==> config.mk <==
export PLATFORM = sky130hd
export DESIGN_NAME = rail_fault_supervisor
export DESIGN_NICKNAME = d
export VERILOG_FILES = /design/src/rtl/rail_fault_supervisor.sv
export SDC_FILE = /design/constraint.sdc
export NUM_CORES = 1
export LEC_CHECK = 0
export BUFFER_PORTS_ARGS = -buffer_cell sky130_fd_sc_hd__buf_4
export CAP_MARGIN = 10
export CORE_UTILIZATION = 30
export DETAILED_ROUTE_END_ITERATION = 10
export PLACE_DENSITY = 0.54
export SYNTH_ARGS = -nofsm -noshare
export SYNTH_HDL_FRONTEND = slang
export SYNTH_SLANG_ARGS = --single-unit
==> constraint.sdc <==
create_clock -name clk -period 1.25 [get_ports clk]
set_clock_uncertainty 0.1 [all_clocks]
set_input_delay 0.3125 -clock clk [delete_from_list [all_inputs] [get_ports clk]]
set_output_delay 0.3125 -clock clk [all_outputs]
set_load 0.01 [all_outputs]
==> src/rtl/rail_fault_supervisor.sv <==
module rail_fault_supervisor #(
  parameter int SYNC_STAGES = 2,
  parameter int CNT_W = 2,
  parameter int MAX_TRIES = 3
) (
  input  logic             clk,
  input  logic             por_i,
  input  logic             ov1_i,
  input  logic             oc1_i,
  input  logic             uv2_i,
  input  logic             uv3_i,
  input  logic             uv4_i,
  input  logic             grp_a_up_i,
  input  logic             grp_b_up_i,
  input  logic             grp_b_low_i,
  output logic             inhibit_o,
  output logic             discharge_o,
  output logic             shutdown_o,
  output logic             oc_retry_o,
  output logic             uv_retry_o,
  output logic [CNT_W-1:0] oc_count_o,
  output logic [CNT_W-1:0] uv_count_o
);
  localparam int NIN = 8;
  localparam logic [CNT_W-1:0] LAST = CNT_W'(MAX_TRIES - 1);
  localparam logic [CNT_W-1:0] TOP  = CNT_W'(MAX_TRIES);

  logic [NIN-1:0] raw;
  logic [NIN-1:0] sync_q [SYNC_STAGES];
  logic [NIN-1:0] s;

  assign raw = {grp_b_low_i, grp_b_up_i, grp_a_up_i, uv4_i, uv3_i, uv2_i, oc1_i, ov1_i};

  genvar g;
  generate
    for (g = 0; g < SYNC_STAGES; g++) begin : g_sync
      always_ff @(posedge clk or posedge por_i) begin
        if (por_i) sync_q[g] <= '0;
        else       sync_q[g] <= (g == 0) ? raw : sync_q[(g == 0) ? 0 : g-1];
      end
    end
  endgenerate

  assign s = sync_q[SYNC_STAGES-1];

  logic ov_s, oc_s, a_up, b_up, b_low, uv2_q, uv3_q, uv4_q, uv23_q;
  assign ov_s   = s[0];
  assign oc_s   = s[1];
  assign a_up   = s[5];
  assign b_up   = s[6];
  assign b_low  = s[7];
  assign uv2_q  = s[2] & b_up;
  assign uv3_q  = s[3] & a_up;
  assign uv4_q  = s[4] & b_up;
  assign uv23_q = uv2_q | uv3_q;

  logic oc_prev, uv_prev, oc_ev, uv_ev;
  logic oc_ret_q, uv_ret_q, shut_q;
  logic [CNT_W-1:0] oc_cnt_q, uv_cnt_q;
  logic healthy, shut_set;

  assign oc_ev = oc_s & ~oc_prev;
  assign uv_ev = uv23_q & ~uv_prev;

  assign healthy = a_up & b_up & ~oc_ret_q & ~uv_ret_q & ~shut_q &
                   ~ov_s & ~oc_s & ~uv23_q & ~uv4_q;

  assign shut_set = ov_s | uv4_q | (oc_ev && oc_cnt_q >= LAST) | (uv_ev && uv_cnt_q >= LAST);

  always_ff @(posedge clk or posedge por_i) begin
    if (por_i) begin
      oc_prev  <= 1'b0;
      uv_prev  <= 1'b0;
      oc_ret_q <= 1'b0;
      uv_ret_q <= 1'b0;
      shut_q   <= 1'b0;
      oc_cnt_q <= '0;
      uv_cnt_q <= '0;
    end else begin
      oc_prev <= oc_s;
      uv_prev <= uv23_q;
      if (shut_set) shut_q <= 1'b1;

      if (oc_ev)      oc_ret_q <= 1'b1;
      else if (b_low) oc_ret_q <= 1'b0;
      if (uv_ev)      uv_ret_q <= 1'b1;
      else if (b_low) uv_ret_q <= 1'b0;

      if (oc_ev)        oc_cnt_q <= (oc_cnt_q == TOP) ? TOP : oc_cnt_q + 1'b1;
      else if (healthy) oc_cnt_q <= '0;
      if (uv_ev)        uv_cnt_q <= (uv_cnt_q == TOP) ? TOP : uv_cnt_q + 1'b1;
      else if (healthy) uv_cnt_q <= '0;
    end
  end

  assign discharge_o = oc_ret_q | uv_ret_q;
  assign inhibit_o   = oc_ret_q | uv_ret_q | shut_q;
  assign shutdown_o  = shut_q;
  assign oc_retry_o  = oc_ret_q;
  assign uv_retry_o  = uv_ret_q;
  assign oc_count_o  = oc_cnt_q;
  assign uv_count_o  = uv_cnt_q;

  p_shutdown_sticky_r8: assert property (@(posedge clk) disable iff (por_i)
    shutdown_o |=> shutdown_o);

  p_inhibit_in_shutdown_r8: assert property (@(posedge clk) disable iff (por_i)
    shutdown_o |-> inhibit_o);

  p_oc_step_r3: assert property (@(posedge clk) disable iff (por_i)
    (oc_count_o != $past(oc_count_o)) |-> (oc_count_o == '0 || oc_count_o == $past(oc_count_o) + 1'b1));

  p_uv_step_r4: assert property (@(posedge clk) disable iff (por_i)
    (uv_count_o != $past(uv_count_o)) |-> (uv_count_o == '0 || uv_count_o == $past(uv_count_o) + 1'b1));

  p_limit_shutdown_r5: assert property (@(posedge clk) disable iff (por_i)
    (oc_count_o == TOP || uv_count_o == TOP) |-> shutdown_o);

  p_retry_release_r6: assert property (@(posedge clk) disable iff (por_i)
    ($fell(oc_retry_o) || $fell(uv_retry_o)) |-> $past(b_low));

  p_uv4_masked_r2: assert property (@(posedge clk) disable iff (por_i)
    $rose(shutdown_o) |-> $past(ov_s || (s[4] && b_up) || oc_ev || uv_ev));
endmodule

==> summary.txt, run 1 <==
Synth
  • Yosys cell types: 19
  • Syn nets: 60
  • Synthesis-stage register bit count: 25
  • Share of the synthesized area in the top cell type: 79.11%
  • Mapped Cells: 50
  • Synth area leaders: dfrtp_1, inv_1, a21o_1
  • YS warnings: 0
  • Cell Area, Synth: 790.8 um2
  • Seq/Total Area, Yosys: 79.11%
  • EDFF count, synth: 0
  • Ys flop type: dfrtp_1
  • Syn Area/Cell: 15.82 um2
  • Biggest area consumer among synthesized cells: dfrtp_1
  • Ys async rst share: 100.0%

Setup path
  • Largest fanout on the critical path: 2
  • CP required: 0.84 ns
  • Crit start category: flip-flop
  • Worst reg-to-reg path cell count: 5
  • R2R setup slack: -0.25 ns
  • Worst Path Arrival: 1.21 ns
  • Reg2reg end: uv_count_o[1]
  • Reg2reg start: oc_retry_o
  • WS Path Type: reg -> out
  • Worst Setup End Kind: primary output

Global routing
  • Total track usage: 10.99%
  • Vias in the first global route: 538
  • Pin count of the biggest net entering global routing: 26
  • Remaining global-route overflow: 0
  • Initial antenna violation count: 0
  • First-pass GRT wire length: 2194 um

STA
  • RSZ-0062 raised after global routing: yes
  • Period utilization: 130.2%
  • Hold WS: 0.2637 ns
  • Rel. slew slack: 80.09%
  • Final min period: 1.627 ns
  • Slew Viols, Final: 0
  • FMAX: 614.5 MHz
  • Setup_tns: -2.632 ns
  • # setup viols final: 14
  • Fin. Hold Viols: 0
  • Slew @ Worst Pin: 0.2987 ns
  • Post-route setup slack: -0.3774 ns

Drt
  • Initial DRC count: 2
  • DR pass1 iterations: 2
  • DR WL/cell: 10.28 um
  • Vias: 554
  • Post-route ant nets: 0
  • DRC: 0
  • Vias/cell: 4.295
  • Routed Wire Length: 1326 um

Worst hold path
  • Hold depth: 0
  • Worst Hold Class: reg -> reg
  • Hold worst-path end: s[5]
  • Hold path start: sync_q[13]

Die
  • Initial Util: 31.92%
  • Core area: 2477 um2
  • I/O Pins: 19
  • Die width: 53.34 um
  • Row cnt: 18
  • Die Y: 53.34 um
  • DIE AREA: 2845 um2

Finish
  • Filler instances: 219
  • Non-filler instance count after layout: 129
  • Commonest non-fill, non-tap cell in the layout: buf_4
  • N_diodes: 0
  • Commonest non-fill, non-tap cells in the layout: buf_4, dfrtp_1, buf_6
  • Share of cells above drive strength 1: 48.48%
  • Final #Nets: 110
  • Fin util: 52.07%
  • Synthesis-to-layout area growth: 63.13%

Place
  • Inst Count DP: 106
  • Detailed placement HPWL: 817.1 um
  • Buffers on Ports: 18
  • GP Congestion: 0.7614

Clocking
  • Root Buffer: clkbuf_4
  • CTS tree: built
  • CTS H-tree depth: 1
  • Cts bufs inserted: 3
  • CTS sink cnt: 25
  • Clock buffer depth: 2
  • Skew-Pair Late Insertion Delay: 0.31 ns
  • Clock slew at reported path FFs: 0.14 ns

Pwr
  • PwrDens: 1074 nW/um2
  • Final Power: 0.001386 W
  • Max VDD drop: 0.0009409 V
  • P_leak: 0.6068 nW

Outcome
  • Status: complete, but fails checks
  • Violated checks: negative setup slack

Job
  • Max_cap viols: 0
-- worst max-delay path, cell delays in order, from the launching register on --
cell	delay, ns
dfrtp_1	0.40
or3_4	0.38
buf_6	0.13
-- how the worst max path moves through the flow --
| stage | slack (ns) | depth (start not counted) | from | endpoint |
|---|---|---|---|---|
| finish | -0.38 | 2 | uv_retry_o | inhibit_o |
| global placement | -0.10 | 2 | oc_retry_o | inhibit_o |
| CTS | -0.40 | 2 | uv_retry_o | inhibit_o |
| detailed placement | -0.10 | 3 | s[6] | uv_count_o[1] |
| floorplan | 0.002 | 3 | oc_retry_o | uv_count_o[1] |
| global route | -0.42 | 2 | uv_retry_o | inhibit_o |
-- registers in the layout, summed over array words and instances, names as in the netlist --
register and cells:
uv_prev 1, oc_retry_o 1, s 8, sync_q 8, uv_count_o 2, shutdown_o 1
oc_prev 1, oc_count_o 2, uv_retry_o 1
-- synthesized netlist by cell type (all sizes together) (2+ instances only) --
cell   number
inv         6
dfrtp      25
o21ai       2
a21o        2
-- cell type report --
cell class                 count  area (um2)  area share, %
clock buffer                   3       22.52          1.746
clock inverter                 1       8.758         0.6790
inverter                       6       22.52          1.746
multi-input combinational     19       175.2          13.58
sequential                    25       625.6          48.50
tap                           30       37.54          2.910
timing repair buffer          45       397.9          30.84
-- per-layer routing --
layer  global-route usage, %  vias up  share of wire, %
met5                       0        -                 0
met4                   1.316        0                 0
met3                   5.172        0               4.0
met2                   19.38       17                54
met1                   12.20      268                42
li1                        -      269                 -
-- metrics by stage --
| stage | area [um2] | setup slack (ns) |
|---|---|---|
| floorplan | 795.8 | 0.002255 |
| global placement | 1028 | -0.1010 |
| detailed placement | 1028 | -0.1024 |
| CTS | 1247 | -0.3960 |
| global route | 1290 | -0.4209 |
| finish | 1290 | -0.3774 |
-- report_power, final --
group | switching, W | internal (W)
Combinational | 0.0000636 | 0.0000924
Sequential | 0.0000185 | 0.000845
Clock | 0.000236 | 0.000130
-- logic make-up after synthesis --
| logic type | share of synthesized area, % |
|---|---|
| compound gates | 11.55 |
| buf+inv | 2.848 |
| flops | 79.11 |
| simple gates | 6.487 |
-- what timing repair did --
| action | in CTS | in global routing |
|---|---|---|
| buffers inserted | 9 | 2 |
| gates resized for setup | 12 | 6 |
| hold buffers | 9 | 0 |
| setup endpoints to repair | 14 | 14 |
| hold endpoints to repair | 33 | 0 |
| pin swaps | 5 | 3 |
Note: power is estimated with default switching activity, not from simulation.
==> inputs of run 2 (changes only) <==
--- a/config.mk
+++ b/config.mk
@@ -7,6 +7,7 @@
 export LEC_CHECK = 0
 export BUFFER_PORTS_ARGS = -buffer_cell sky130_fd_sc_hd__buf_4
 export CAP_MARGIN = 10
+export CORE_ASPECT_RATIO = 0.75
 export CORE_UTILIZATION = 30
 export DETAILED_ROUTE_END_ITERATION = 10
 export PLACE_DENSITY = 0.54
==> summary.txt, run 2 (synthesis gave the netlist of run 1 again) <==
Drt
  • DR WL/cell: 11.19 um
  • Routed Wire Length: 1555 um
  • DRC: 0
  • Initial DRC count: 6
  • Post-route ant nets: 0
  • DR pass1 iterations: 3
  • Vias: 592
  • Vias/cell: 4.259

Setup path
  • Worst path max stage delay: 0.42 ns
  • WP buf/inv: 1
  • Crit start category: flip-flop
  • Worst Path Arrival: 1.25 ns
  • Delay-heaviest family, CP: flip-flops
  • Reg2reg start: oc_retry_o
  • CP required: 0.84 ns
  • Reg2reg end: uv_count_o[1]
  • WS Path Type: reg -> out
  • Largest fanout on the critical path: 2
  • R2R setup slack: -0.29 ns
  • Worst reg-to-reg path cell count: 5
  • Slowest stage cell, crit path: dfrtp_1
  • Worst Setup End Kind: primary output
  • Crit-path cells: or3_4, buf_6

Die
  • DIE AREA: 2847 um2
  • Die Y: 46.46 um
  • Initial Util: 32.92%
  • Core area: 2402 um2
  • Die width: 61.29 um
  • I/O Pins: 19
  • Row cnt: 15

Global routing
  • Initial antenna violation count: 0
  • Vias in the first global route: 613
  • Pin count of the biggest net entering global routing: 26
  • Total track usage: 13.15%
  • Remaining global-route overflow: 0
  • First-pass GRT wire length: 2566 um

STA
  • Post-route setup slack: -0.4146 ns
  • # setup viols final: 14
  • Final min period: 1.665 ns
  • RSZ-0062 raised after global routing: yes
  • Fin. Hold Viols: 0
  • FMAX: 600.7 MHz
  • Period utilization: 133.2%
  • Slew Viols, Final: 0
  • Slew @ Worst Pin: 0.3062 ns
  • Hold WS: 0.2635 ns
  • Rel. slew slack: 79.59%

Pwr
  • PwrDens: 1045 nW/um2
  • Max VDD drop: 0.0007547 V
  • P_leak: 0.6410 nW
  • Final Power: 0.001431 W

Place
  • GP Congestion: 0.7070
  • Buffers on Ports: 18
  • Cell Area, Placed: 1056 um2
  • Place WS: -0.1227 ns

Clocking
  • CTS H-tree depth: 1
  • Skew-Pair Late Insertion Delay: 0.32 ns
  • Clock buffer depth: 2
  • CTS tree: built
  • Clock slew at reported path FFs: 0.14 ns
  • Cts bufs inserted: 3
  • Root Buffer: clkbuf_4
  • CTS sink cnt: 25

Finish
  • Design area: 1369 um2
  • Synthesis-to-layout area growth: 73.10%
  • Commonest non-fill, non-tap cells in the layout: buf_4, dfrtp_1, buf_6
  • Commonest non-fill, non-tap cell in the layout: buf_4
  • Share of cells above drive strength 1: 51.43%
  • N_diodes: 0
  • Final #Nets: 116
  • Filler instances: 210

Job
  • Max_cap viols: 0

Worst hold path
  • Worst Hold Class: reg -> reg
  • Hold path start: sync_q[15]
  • Hold depth: 0
  • Hold worst-path end: s[7]

Outcome
  • Status: complete, but fails checks
  • Violated checks: negative setup slack
## run 2: changes by cell type in the layout (fill, tap and decap cells not counted), sizes merged
cell / delta
buf: +6
## run 2: power breakdown
group	switching (W)	internal, W
logic	0.0000721	0.000118
clock network	0.000244	0.000130
registers	0.0000205	0.000846
total	0.000337	0.00109
## run 2: worst max path at each step
stage	slack, ns	to	startpoint	cells past startpoint
after floorplan	0.002	uv_count_o[1]	oc_retry_o	3
after global placement	-0.08	inhibit_o	oc_retry_o	2
after detailed placement	-0.12	uv_count_o[1]	s[6]	3
after CTS	-0.43	inhibit_o	oc_retry_o	2
after global routing	-0.48	inhibit_o	oc_retry_o	2
final	-0.41	inhibit_o	oc_retry_o	2
## run 2: timing repair
item,CTS,global route
hold buffers,9,0
endpoints found under the hold margin,33,0
endpoints found under the setup margin,14,14
setup buffers,9,4
pin swaps,2,3
gates resized for setup,21,6
## run 2: per-layer routing
| metal | up-vias | track usage, % | wire length [um] |
|---|---|---|---|
| met3 | 0 | 5.899 | 78 |
| li1 | 280 | - | - |
| met2 | 16 | 23.26 | 806 |
| met4 | 0 | 2.273 | 0 |
| met1 | 296 | 14.87 | 670 |
| met5 | - | 0 | 0 |
## run 2: area by class of cell
| class | count | area, um2 | area share (%) |
|---|---|---|---|
| Timing Repair Buffer | 51 | 469.2 | 34.28 |
| Tap cell | 34 | 42.54 | 3.108 |
| Sequential cell | 25 | 626.9 | 45.80 |
| Clock buffer | 3 | 22.52 | 1.645 |
| Multi-Input combinational cell | 19 | 171.4 | 12.52 |
| Inverter | 6 | 27.53 | 2.011 |
| Clock inverter | 1 | 8.758 | 0.6399 |
## run 2: per-stage QoR
| step | TNS (ns) | utilization, % | instances |
|---|---|---|---|
| floorplan | 0 | - | 50 |
| global placement | -0.2183 | 43.96 | 113 |
| detailed placement | -0.5099 | 43.96 | 113 |
| CTS | -2.741 | 55.00 | 135 |
| global route | -3.770 | 56.98 | 139 |
| finish | -2.801 | 56.98 | 139 |
## run 2: worst register-to-register path: stages (launching register included)
cell,delay (ns)
dfrtp_1,0.42
buf_6,0.13
buf_6,0.11
nor4b_4,0.24
nand4_1,0.22
a22o_1,0.24
